[config.mk]
export PLATFORM = sky130hd
export DESIGN_NAME = addr_filter_top
export DESIGN_NICKNAME = d
export VERILOG_FILES = /design/src/rtl/addr_filter_pkg.sv /design/src/rtl/addr_filter_ctrl.sv /design/src/rtl/addr_filter_dp.sv /design/src/rtl/addr_filter_top.sv
export SDC_FILE = /design/constraint.sdc
export NUM_CORES = 1
export LEC_CHECK = 0
export BUFFER_PORTS_ARGS = -buffer_cell sky130_fd_sc_hd__buf_4
export CAP_MARGIN = 20
export CELL_PAD_IN_SITES_DETAIL_PLACEMENT = 2
export CELL_PAD_IN_SITES_GLOBAL_PLACEMENT = 2
export CORE_MARGIN = 2
export CORE_UTILIZATION = 35
export CTS_BUF_LIST = sky130_fd_sc_hd__clkbuf_4 sky130_fd_sc_hd__clkbuf_8 sky130_fd_sc_hd__clkbuf_16
export DETAILED_ROUTE_END_ITERATION = 16
export PLACE_DENSITY_LB_ADDON = 0.05
export REMOVE_ABC_BUFFERS = 1
export SYNTH_ARGS = -nofsm -noshare
export SYNTH_HDL_FRONTEND = slang
export SYNTH_SLANG_ARGS = --single-unit
[constraint.sdc]
create_clock -name clk -period 2.4 [get_ports clk]
set_input_delay 0.48 -clock clk [delete_from_list [all_inputs] [get_ports clk]]
set_output_delay 0.48 -clock clk [all_outputs]
set_load 0.05 [all_outputs]
[src/rtl/addr_filter_pkg.sv]
package addr_filter_pkg;
  typedef struct packed {
    logic clear;   // new frame: reset count/CRC, take config snapshot
    logic shift;   // consume one address bit
    logic decide;  // this bit is the last address bit
  } filtStrobes_t;
endpackage

[src/rtl/addr_filter_ctrl.sv]
module addr_filter_ctrl
  import addr_filter_pkg::*;
#(
  parameter int ADDR_W = 48
) (
  input  logic         clk,
  input  logic         rstN,
  input  logic         frameStart,
  input  logic         bitValid,
  output filtStrobes_t strobes
);
  localparam int CNT_W = $clog2(ADDR_W + 1);
  localparam logic [CNT_W-1:0] LAST_IDX = CNT_W'(ADDR_W - 1);
  localparam logic [CNT_W-1:0] FULL_CNT = CNT_W'(ADDR_W);

  logic [CNT_W-1:0] bitCount;
  logic armed;

  always_comb begin
    strobes.clear  = frameStart;
    strobes.shift  = armed && bitValid && !frameStart && (bitCount < FULL_CNT);
    strobes.decide = strobes.shift && (bitCount == LAST_IDX);
  end

  always_ff @(posedge clk) begin
    if (!rstN) begin
      bitCount <= '0;
      armed    <= 1'b0;
    end else if (frameStart) begin
      bitCount <= '0;
      armed    <= 1'b1;
    end else if (strobes.shift) begin
      bitCount <= bitCount + 1'b1;
    end
  end

  // counter never runs past the address length
  a_r8_count_bounded: assert property (@(posedge clk) disable iff (!rstN)
    bitCount <= FULL_CNT);

  // a decision is requested at most once in a row
  a_r7_single_decide: assert property (@(posedge clk) disable iff (!rstN)
    strobes.decide |=> !strobes.decide);
endmodule

[src/rtl/addr_filter_dp.sv]
module addr_filter_dp
  import addr_filter_pkg::*;
#(
  parameter int ADDR_W = 48,
  parameter int IDX_W = 6,
  parameter int CRC_W = 32,
  parameter logic [CRC_W-1:0] CRC_POLY = 32'h04C1_1DB7
) (
  input  logic                  clk,
  input  logic                  rstN,
  input  filtStrobes_t          strobes,
  input  logic                  bitIn,
  input  logic [ADDR_W-1:0]     nodeAddr,
  input  logic [(1<<IDX_W)-1:0] hashFilter,
  input  logic                  promiscEn,
  input  logic                  bcastDisable,
  output logic                  decisionValid,
  output logic                  accept,
  output logic                  unicastHit,
  output logic                  multicastHit,
  output logic                  broadcastSeen
);
  localparam int FILT_W = 1 << IDX_W;

  logic [ADDR_W-1:0] nodeSnap;
  logic [FILT_W-1:0] filtSnap;
  logic              promSnap;
  logic              bcDisSnap;
  logic [ADDR_W-1:0] addrReg;
  logic [CRC_W-1:0]  crcReg;

  logic [ADDR_W-1:0] addrNext;
  logic [CRC_W-1:0]  crcNext;
  logic              crcFb;
  logic [IDX_W-1:0]  hashIdx;
  logic              isGroup, isBcast, ucMatch, mcMatch, bcOk, keepFrame;

  always_comb begin
    addrNext  = {bitIn, addrReg[ADDR_W-1:1]};
    crcFb     = crcReg[CRC_W-1] ^ bitIn;
    crcNext   = {crcReg[CRC_W-2:0], 1'b0} ^ (crcFb ? CRC_POLY : '0);
    hashIdx   = crcNext[CRC_W-1 -: IDX_W];
    isGroup   = addrNext[0];
    isBcast   = &addrNext;
    ucMatch   = !isGroup && (addrNext == nodeSnap);
    mcMatch   = isGroup && !isBcast && filtSnap[hashIdx];
    bcOk      = isBcast && !bcDisSnap;
    keepFrame = promSnap || ucMatch || mcMatch || bcOk;
  end

  always_ff @(posedge clk) begin
    if (!rstN) begin
      nodeSnap  <= '0;
      filtSnap  <= '0;
      promSnap  <= 1'b0;
      bcDisSnap <= 1'b0;
      addrReg   <= '0;
      crcReg    <= '1;
    end else if (strobes.clear) begin
      nodeSnap  <= nodeAddr;
      filtSnap  <= hashFilter;
      promSnap  <= promiscEn;
      bcDisSnap <= bcastDisable;
      addrReg   <= '0;
      crcReg    <= '1;
    end else if (strobes.shift) begin
      addrReg <= addrNext;
      crcReg  <= crcNext;
    end
  end

  always_ff @(posedge clk) begin
    if (!rstN) begin
      decisionValid <= 1'b0;
      accept        <= 1'b0;
      unicastHit    <= 1'b0;
      multicastHit  <= 1'b0;
      broadcastSeen <= 1'b0;
    end else begin
      decisionValid <= strobes.decide;
      accept        <= strobes.decide && keepFrame;
      unicastHit    <= strobes.decide && ucMatch;
      multicastHit  <= strobes.decide && mcMatch;
      broadcastSeen <= strobes.decide && isBcast;
    end
  end

  // broadcast never counts as a hash hit
  a_r5_bcast_not_hash: assert property (@(posedge clk) disable iff (!rstN)
    broadcastSeen |-> !multicastHit);

  // promiscuous snapshot forces acceptance
  a_r6_promisc_accepts: assert property (@(posedge clk) disable iff (!rstN)
    (decisionValid && promSnap) |-> accept);

  // a unicast hit is always an accept
  a_r2_unicast_keeps: assert property (@(posedge clk) disable iff (!rstN)
    unicastHit |-> accept);

  // flags are quiet outside the strobe
  a_r10_quiet_flags: assert property (@(posedge clk) disable iff (!rstN)
    !decisionValid |-> !(accept || unicastHit || multicastHit || broadcastSeen));

  // strobe lasts one cycle
  a_r7_one_cycle: assert property (@(posedge clk) disable iff (!rstN)
    decisionValid |=> !decisionValid);
endmodule

[src/rtl/addr_filter_top.sv]
module addr_filter_top
  import addr_filter_pkg::*;
#(
  parameter int ADDR_W = 48,
  parameter int IDX_W = 6,
  parameter int CRC_W = 32,
  parameter logic [CRC_W-1:0] CRC_POLY = 32'h04C1_1DB7
) (
  input  logic                  clk,
  input  logic                  rstN,
  input  logic                  frameStart,
  input  logic                  bitValid,
  input  logic                  bitIn,
  input  logic [ADDR_W-1:0]     nodeAddr,
  input  logic [(1<<IDX_W)-1:0] hashFilter,
  input  logic                  promiscEn,
  input  logic                  bcastDisable,
  output logic                  decisionValid,
  output logic                  accept,
  output logic                  unicastHit,
  output logic                  multicastHit,
  output logic                  broadcastSeen
);
  filtStrobes_t strobes;

  addr_filter_ctrl #(.ADDR_W(ADDR_W)) ctrl_i (
    .clk(clk), .rstN(rstN), .frameStart(frameStart),
    .bitValid(bitValid), .strobes(strobes)
  );

  addr_filter_dp #(
    .ADDR_W(ADDR_W), .IDX_W(IDX_W), .CRC_W(CRC_W), .CRC_POLY(CRC_POLY)
  ) dp_i (
    .clk(clk), .rstN(rstN), .strobes(strobes), .bitIn(bitIn),
    .nodeAddr(nodeAddr), .hashFilter(hashFilter), .promiscEn(promiscEn),
    .bcastDisable(bcastDisable), .decisionValid(decisionValid),
    .accept(accept), .unicastHit(unicastHit), .multicastHit(multicastHit),
    .broadcastSeen(broadcastSeen)
  );
endmodule

# After elaboration in Yosys (flattened, before gate mapping)
# Cells that the tools add are included.
# word_totals
ff_bits,206
latchBits,0
ramBits,0
rom_bits,0
inputBits,119
output_inout_bits,5
elab_cells,45
mem_count,0
# classes
add_sub_neg,1
mul,0
div,0
n_lt_le_gt_ge,2
n_eq_ne,2
shifts,0
muxes,3
bitwise_logic,3
n_reduce_logical,21
# op_table
cell,count
$eq 48x48->1,1
$reduce_and 48->1,1
$xor 32x32->32,1
$mux 27,1
$logic_and 1x1->1,12
$lt 6x7->1 const B,1
$add 6x1->6 const B,1
$bmux 1 s6,1
$eq 6x6->1 const B,1
$lt 6x6->1 const B,1
$logic_not 1->1,4
$logic_or 1x1->1,3
$reduce_or 2->1,1
$mux 1,1
$not 1->1,1
$xor 1x1->1,1

# Longest topological paths before layout
# Gate-level depths: netlist (run 1).
# depth
depth_word,9
depth_mapped,10
depth_no_buf,8

# By module
# Synthesis (run 1) repeated with hierarchy kept, for this count alone.
# unflattened
cells_unflattened,950
hier_area_um2,9271.4
# modules_own_cells
mod,n_inst,cells_each,area_each_um2,seq_area_each_um2
addr_filter_dp,1,908,8909.8,3963.8
addr_filter_ctrl,1,42,361.6,140.1

# Worst setup path before layout (run 1)
# Ideal clock, no wire load.
# synth_path
path_kind,input to register
start,input port bitIn
end,register dp_i.accept
setup_ns,0.128
t_arrival_ns,1.932
required_time_ns,2.272
setup_slack_ns,0.340
cell_stages,8
n_path_buf,1
path_cell_list,buf_6 xnor3_1 mux2_2 or3_1 o211ai_1 nor4_1 o21ai_1 nand3_1
# synth_via
elab_chain_len,9
elab_cells_between_ends,16
cone_classes,eq/ne (1); mux (3); bitwise (2); reduce/logical (10)
# synth_lines
item,line,source
from (decl),addr_filter_top.sv:13,"input logic bitIn,"
$xor 1x1->1,addr_filter_dp.sv:40,crcFb = crcReg[CRC_W-1] ^ bitIn;
$mux 27,addr_filter_dp.sv:41,"crcNext = {crcReg[CRC_W-2:0], 1'b0} ^ (crcFb ? CRC_POLY : '0);"
$xor 32x32->32,addr_filter_dp.sv:41,
$bmux 1 s6,addr_filter_dp.sv:46,mcMatch = isGroup && !isBcast && filtSnap[hashIdx];
$mux 1 (implied by the code),addr_filter_dp.sv:46,
$logic_and 1x1->1,addr_filter_dp.sv:46,
$logic_or 1x1->1,addr_filter_dp.sv:48,keepFrame = promSnap || ucMatch || mcMatch || bcOk;
$logic_or 1x1->1 (*),addr_filter_dp.sv:48,
$logic_and 1x1->1 (*),addr_filter_dp.sv:81,accept <= strobes.decide && keepFrame;
to (signal assigned),addr_filter_dp.sv:81,
to (decl),addr_filter_dp.sv:18,"output logic accept,"
# Mark *: on every way between the ends. The rest lies on a longest branch, timed or not. The select of a mux whose other input is x is not followed.
# A chain may end at the register's enable or synchronous reset.

# Final worst setup path (run 1)
# layout_path
start,register dp_i.addrReg[22]
end,register dp_i.accept
# layout_via
elab_chain_len,7
elab_cells_between_ends,11
cone_classes,eq/ne (1); reduce/logical (10)
# layout_lines
item,line,source
from (decl),addr_filter_dp.sv:29,logic [ADDR_W-1:0] addrReg;
from (signal assigned),addr_filter_dp.sv:67,addrReg <= addrNext;
$reduce_and 48->1,addr_filter_dp.sv:44,isBcast = &addrNext;
$logic_not 1->1,addr_filter_dp.sv:46,
$logic_and 1x1->1 (2 in a row),addr_filter_dp.sv:46,
$logic_or 1x1->1,addr_filter_dp.sv:48,
$logic_or 1x1->1 (*),addr_filter_dp.sv:48,
$logic_and 1x1->1 (*),addr_filter_dp.sv:81,
# Mark *: on every way between the ends. The rest lies on a longest branch, timed or not.

==> results of run 1 <==
per-stage QoR:
step	setup TNS, ns	area [um^2]	setup WS (ns)	hold slack, ns
2_1_floorplan	-69.92	8843	-1.018	0.4404
4_1_cts	0	11420	0.1226	0.1993
6_report	0	11430	0.2391	0.2167
3_3_place_gp	0	10570	0.04503	0.4541
5_1_grt	0	11430	0.02839	0.2143
3_5_place_dp	-0.0007732	10570	-0.0007732	0.4622
registers in the layout, indices dropped and copies added, names as in the netlist:
| name | count |
|---|---|
| dp_i.accept | 1 |
| dp_i.addrReg | 47 |
| ctrl_i.bitCount | 6 |
| dp_i.broadcastSeen | 1 |
| dp_i.nodeSnap | 48 |
| dp_i.filtSnap | 64 |
| dp_i.multicastHit | 1 |
| dp_i.unicastHit | 1 |
| dp_i.decisionValid | 1 |
| ctrl_i.armed | 1 |
| dp_i.crcReg | 32 |
| dp_i.bcDisSnap | 1 |
| dp_i.promSnap | 1 |
cells in the mapped netlist, types with 2 or more instances:
master and number:
o221ai_1 2, nand4_1 20, nor2_1 17, o21ai_0 6, dfxtp_1 205, xnor2_1 31, o211ai_1 16, mux2i_1 129
nand2_1 165, mux2_2 4, o21a_1 2, a22o_1 2, buf_6 3, a21oi_1 53, o2111ai_1 2, xor2_1 19
buf_1 8, a2111oi_0 3, nand3_1 22, clkbuf_1 54, o31ai_1 2, nor4_1 14, buf_2 7, nor4b_1 2
o22ai_1 10, a31oi_1 7, nand2b_1 9, inv_1 17, and2_1 2, o21bai_1 2, a22oi_1 8, or3_1 3
nor3_1 17, nor2b_1 123, or4_1 3
area by class of cell:
cell class                 count  area [um^2]
clock buffer                  35        750.7
clock inverter                 8        93.84
fill                        2827        14410
inverter                      17        63.81
multi-input combinational    716         4716
sequential                   205         4105
tap                          335        419.2
timing repair buffer         165         1280
power by group through the flow:
stage	registers, mW	logic [mW]	clock network (mW)
global placement	3.72	0.840	0
detailed placement	3.73	0.862	0
floorplan	3.68	0.454	0
finish	3.65	0.854	3.86
global route	3.67	0.950	4.10
CTS	3.65	0.871	3.96
critical path, delay by kind of cell, from the launching register on:
kind	cells	cell delay, ns
compound gates	3	0.83
buf+inv	1	0.09
flops	1	0.34
simple gates	3	0.84
cells by family (layout without fill, tap and decap cells):
group | count (synthesis) | in the layout | share of synthesized area (%)
AO/OA/AOI/OAI | 128 | 128 | 9.003
XOR/XNOR | 52 | 52 | 5.213
adder cells (fa/ha/maj) | 1 | 1 | 0.1368
buffers and inverters | 89 | 225 | 3.995
flip-flops | 205 | 205 | 44.88
multiplexers | 133 | 133 | 14.61
AND/OR/NAND/NOR | 402 | 402 | 22.16
routing by layer:
| metal | up-vias | routed length [um] | part of all wire [%] | track usage, % |
|---|---|---|---|---|
| li1 | 3700 | - | - | - |
| met1 | 3713 | 12250 | 43 | 25.40 |
| met3 | 37 | 1004 | 3.6 | 3.799 |
| met4 | 2 | 714 | 2.5 | 5.142 |
| met5 | - | 16 | 0.057 | 0 |
| met2 | 121 | 14230 | 50 | 36.73 |
worst min-delay path by stage:
stage / startpoint / endpoint / slack [ns]
floorplan: dp_i.crcReg[12] / dp_i.crcReg[13] / 0.44
CTS: hashFilter[16] / dp_i.filtSnap[16] / 0.20
global route: nodeAddr[12] / dp_i.nodeSnap[12] / 0.21
finish: nodeAddr[44] / dp_i.nodeSnap[44] / 0.22
global placement: dp_i.crcReg[20] / dp_i.crcReg[21] / 0.45
detailed placement: dp_i.crcReg[13] / dp_i.crcReg[14] / 0.46
==> metrics.md, run 1 <==
| Metric | Value |
|---|---|
| Status | completed |
| Slew Limit Fails | 0 |
| Yosys reg bits | 205 |
| Layout area overhead | 24.97% |
| Reg2Reg Setup Slack | 0.24 ns |
| Antenna violations before repair | 2 |
| Asr flop ratio synth | 0% |
| Required time of the critical path | 2.86 ns |
| Clk pwr share | 46.1% |
| Dpl cells | 1438 |
| Max stage delay on crit path | 0.46 ns |
| Vias per std cell | 5.113 |
| P_int | 6.350 mW |
| Commonest non-fill, non-tap cells in the layout | dfxtp_1 (204), nand2_1 (165), buf_4 (161) |
| Worst r2r src | dp_i.addrReg[22] |
| Clock-pin transition on the worst setup and hold timing paths | 0.06 ns |
| Hold Buf Count CTS | 0 |
| Die area | 27440 um^2 |
| Total number of vias | 7573 |
| Clock Tree Buf Depth | 3 |
| Worst setup path endpoint | dp_i.accept |
| Yosys warns | 0 |
| Post-CTS Setup Inserts | 0 |
| Post-synthesis cell count | 1010 |
| Netlist cell types | 56 |
| RR Endpoint | dp_i.accept |
| DRT iter0 DRCs | 290 |
| # port buffers | 123 |
| Antenna violation net count after detailed routing | 0 |
| Starting Density | 35.39% |
| Post-cts resize count | 0 |
| Critical path origin | dp_i.addrReg[22] |
| Final Hold Viols | 0 |
| Top cells by area, synth | dfxtp_1 (45%), mux2i_1 (14%), nor2b_1 (8.4%) |
| Clk_skew | 0.007240 ns |
| Share of the synthesized area in the top cell type | 44.88% |
| Worst VDD drop | 429.2 uV |
| Peak Freq | 462.8 MHz |
| Pwr Total | 8.360 mW |
| Power Dens Cells | 731.5 nW/um^2 |
| Congestion Overflow GR | 0 |
| First-pass GRT wire length | 45740 um |
| Placeable Area | 25840 um^2 |
| DRC errors left | 0 |
| P_sw | 2.010 mW |
| Syn avg cell area | 9.054 um^2 |
| Cell accounting for the most synthesized area | dfxtp_1 |
| Top FF cell, synth | dfxtp_1 |
| Worst-path cell chain | inv_1 > a2111oi_0 > o2111ai_1 > or4_1 > nor3_1 > a22oi_1 > nand3_1 |
| Worst-margin pin slew | 0.8665 ns |
| CTS root buf | clkbuf_16 |
| Startpoint Class | flip-flop |
| Static Leak | 4.789 nW |
| Antenna cells | 0 |
| Die Wd | 165.6 um |
| Switching Share | 24.04% |
| Largest net degree at the start of global routing | 104 |
| Pre-Repair DR Iteration Count | 4 |
| Syn Std Cell Area | 9145 um^2 |
| Commonest non-fill, non-tap cell in the layout | dfxtp_1 |
| Max cap viols | 0 |
| Gate power share | 10.2% |
| Share of cells above drive strength 1 | 19.46% |
| Worst path slowest cell | a2111oi_0 |
| Post-DR wirelength/cell | 19.06 um |
| EDFF count, synth | 0 |
| Tmin final | 2.161 ns |
| Num CTS Buffers | 24 |
| Sequential share of the synthesized area | 44.88% |
| Io pins | 124 |
| CTS sink count | 205 |
| Die H | 165.6 um |
| Final WL | 28220 um |
| Vias in the first global route | 8138 |
| Worst slew margin | 42.23% |
| Clock Latency Late Sink | 0.52 ns |
| # rows | 59 |
| R2r worst-path depth | 7 |
| Worst Hold Class | in -> reg |
| Crit share post-route | 90.04% |
| Util after Layout | 44.23% |
| Flop pwr share | 43.7% |
| Placer Congestion | 0.7805 |
| Fin nets | 1249 |
| CTS H-tree lvls | 1 |
| TritonCTS clock tree | built |
| Setup Viol. Count Final | 0 |
| Post-DP HPWL | 19780 um |
| RSZ-0062 raised after global routing | false |
| Hold depth | 3 |
| Crit-path max FO | 2 |
| Kind of critical path | reg -> reg |
| Total global-route track usage | 20.52% |
| Critical path arrival | 2.62 ns |
| Cell Count, Final, Fillers Out | 1481 |
| Crit end category | flip-flop |
No activity file was read; power rests on OpenSTA's default activity.
==> run 2: changes to the inputs <==
- SETUP_SLACK_MARGIN: not set -> 0.3
==> run 2 against run 1 <==
Largest power group unchanged. First-iteration DRC count fell by 0.34%. Cell count rose by 0.14%. Wire length barely moved.
==> metrics.md, run 2 (same netlist as run 1, synthesis figures left out) <==
| Metric | Value |
|---|---|
| Startpoint Class | flip-flop |
| M3 GR Usage | 3.489% (-0.31 points) |
| Crit end category | flip-flop |
| Commonest non-fill, non-tap cells in the layout | dfxtp_1 (201), nand2_1 (165), buf_4 (157) |
| Clk pwr share | 46.0% (about the same) |
| Largest register FFs | 64 (unchanged) |
| Num CTS Buffers | 24 (unchanged) |
| TritonCTS clock tree | built |
| Flop pwr share | 43.6% (about the same) |
| RSZ-0062 raised after global routing | false |
| Worst Hold Class | in -> reg |
| Power Dens Cells | 724.0 nW/um^2 (-1.0%) |
| DRT iter0 DRCs | 289 (-0.34%) |
| Congestion Overflow GR | 0 (unchanged) |
| CTS root buf | clkbuf_16 |
| Clk_skew | 0.009257 ns (+0.002017 ns) |
| Biggest regs | dp_i.filtSnap x64, dp_i.nodeSnap x48, dp_i.addrReg x47 |
| Total number of vias | 7574 (+0.013%) |
| Worst VDD drop | 427.9 uV (-0.31%) |
| Design area | 11570 um^2 (+1.2%) |
| Worst-margin pin slew | 0.8582 ns (-0.008374 ns) |
| Share of cells above drive strength 1 | 21.27% (+1.8 points) |
| Worst slew margin | 42.79% (+0.56 points) |
| Placeable Area | 25840 um^2 (unchanged) |
| Kind of critical path | reg -> reg |
| Vias in the first global route | 8144 (+0.074%) |
| Post-DP HPWL | 19780 um (unchanged) |
| DRC errors left | 0 (unchanged) |
| Switching Share | 24.09% (+0.048 points) |
| Critical path arrival | 2.39 ns (-0.23 ns) |
| # rows | 59 (unchanged) |
| Filler cells | 2823 (-0.14%) |
| CTS H-tree lvls | 1 (unchanged) |
| Total global-route track usage | 20.57% (+0.046 points) |
| Clock-pin transition on the worst setup and hold timing paths | 0.06 ns (about the same) |
| Antenna violation net count after detailed routing | 0 (unchanged) |
| Antenna violations before repair | 2 (unchanged) |
| Final Hold Viols | 0 (unchanged) |
| GR Layer Usage met2 | 36.84% (+0.11 points) |
| Post-placement cell area | 10570 um^2 (unchanged) |
| Die area | 27440 um^2 (unchanged) |
| Largest net degree at the start of global routing | 104 (unchanged) |
| Peak Freq | 501.2 MHz (+8.3%) |
| Hold Buf Count CTS | 0 (unchanged) |
| P_sw | 2.018 mW (+0.39%) |
| FF+latch area | 4114 um^2 (+0.21%) |
| Placer Congestion | 0.7805 (unchanged) |
| Clock Tree Buf Depth | 3 (unchanged) |
| # port buffers | 123 (unchanged) |
| Crit share post-route | 83.13% (-6.9 points) |
| Required time of the critical path | 2.80 ns (-0.06 ns) |
| Die Wd | 165.6 um (unchanged) |
| Multi-input gate area | 4815 um^2 (+2.1%) |
| Top reg by flops | dp_i.filtSnap |
| Gate power share | 10.4% (+0.2 points) |
| Dpl cells | 1438 (unchanged) |
| Vias per std cell | 5.107 (-0.12%) |
| Io pins | 124 (unchanged) |
| Pre-Repair DR Iteration Count | 4 (unchanged) |
| Final WL | 28220 um (about the same) |
| M1 GR Usage | 25.65% (+0.25 points) |
| Slew Limit Fails | 0 (unchanged) |
| First-pass GRT wire length | 45900 um (+0.35%) |
| Clock Latency Late Sink | 0.52 ns (about the same) |
| P_int | 6.358 mW (+0.13%) |
| Max cap viols | 0 (unchanged) |
| Starting Density | 35.39% (unchanged) |
| CTS sink count | 205 (unchanged) |
| Commonest non-fill, non-tap cell in the layout | dfxtp_1 |
| Static Leak | 4.829 nW (+0.83%) |
| Die H | 165.6 um (unchanged) |
| Setup Viol. Count Final | 0 (unchanged) |
| Busiest grt layer | met2 |
| Layout area overhead | 26.50% |
| Tmin final | 1.995 ns (-0.1657 ns) |
| Crit-path max FO | 9 (+7) |
| Cell Count, Final, Fillers Out | 1483 (+0.14%) |
| Post-DR wirelength/cell | 19.03 um (-0.12%) |
| Fin nets | 1250 (+0.080%) |
| Status | completed |
## run 2: cell count changes in the layout (fill, tap and decap cells not counted), sizes merged
cell and delta:
clkinvlp +1, buf +1, inv -1, diode +1
## run 2: final timing paths
kind	start	endpoint	slack, ns	depth (start not counted)
worst min-delay path	nodeAddr[44]	dp_i.nodeSnap[44]	0.22	3
worst max register to register	dp_i.crcReg[27]	dp_i.accept	0.40	7
worst min register to register	dp_i.crcReg[8]	dp_i.crcReg[9]	0.47	2
worst max-delay path	dp_i.crcReg[27]	dp_i.accept	0.40	7
## run 2: power groups by stage
stage	Sequential [mW]	Combinational (mW)	Clock, mW
6_report	3.65	0.872	3.85
3_3_place_gp	3.72	0.840	0
5_1_grt	3.67	0.969	4.09
4_1_cts	3.65	0.880	3.96
3_5_place_dp	3.73	0.862	0
2_1_floorplan	3.68	0.454	0
## run 2: stage by stage
stage	utilization [%]	hold WS, ns	setup WS (ns)	power [mW]	TNS, ns
floorplan	-	0.4404	-1.018	4.131	-69.92
global placement	40.92	0.4541	0.04503	4.565	0
detailed placement	40.92	0.4622	-0.0007732	4.588	-0.0007732
CTS	44.42	0.1993	0.3056	8.491	0
global route	44.77	0.2143	0.2921	8.730	0
finish	44.77	0.2163	0.4048	8.376	0
## run 2: repair_timing
action                                  4_1_cts  5_1_grt
endpoints found under the setup margin        2        2
setup buffers                                 1        0
pin swaps                                     2        7
resized for setup                            17       21
## run 2: cell type report
type                    instances  area share, %
diodes                          1        0.02163
clock buffers                  35          6.489
clock inverters                 8         0.8112
inverters                      17         0.5840
multi-input cells             716          41.62
flip-flops and latches        205          35.56
well taps                     335          3.623
repair buffers                166          11.29
## run 2: critical path: stages, from the launching register on
cell and delay (ns):
dfxtp_4 0.39, nand2b_2 0.26, buf_4 0.20, or4_1 0.40, o2111ai_1 0.14, o31ai_2 0.15
o221ai_2 0.21, nand3_1 0.11
## run 2: per-layer routing
metal / up-vias / share of wire (%)
met5: - / 0.057
li1: 3709 / -
met1: 3709 / 44
met4: 2 / 2.5
met3: 33 / 3.4
met2: 121 / 50
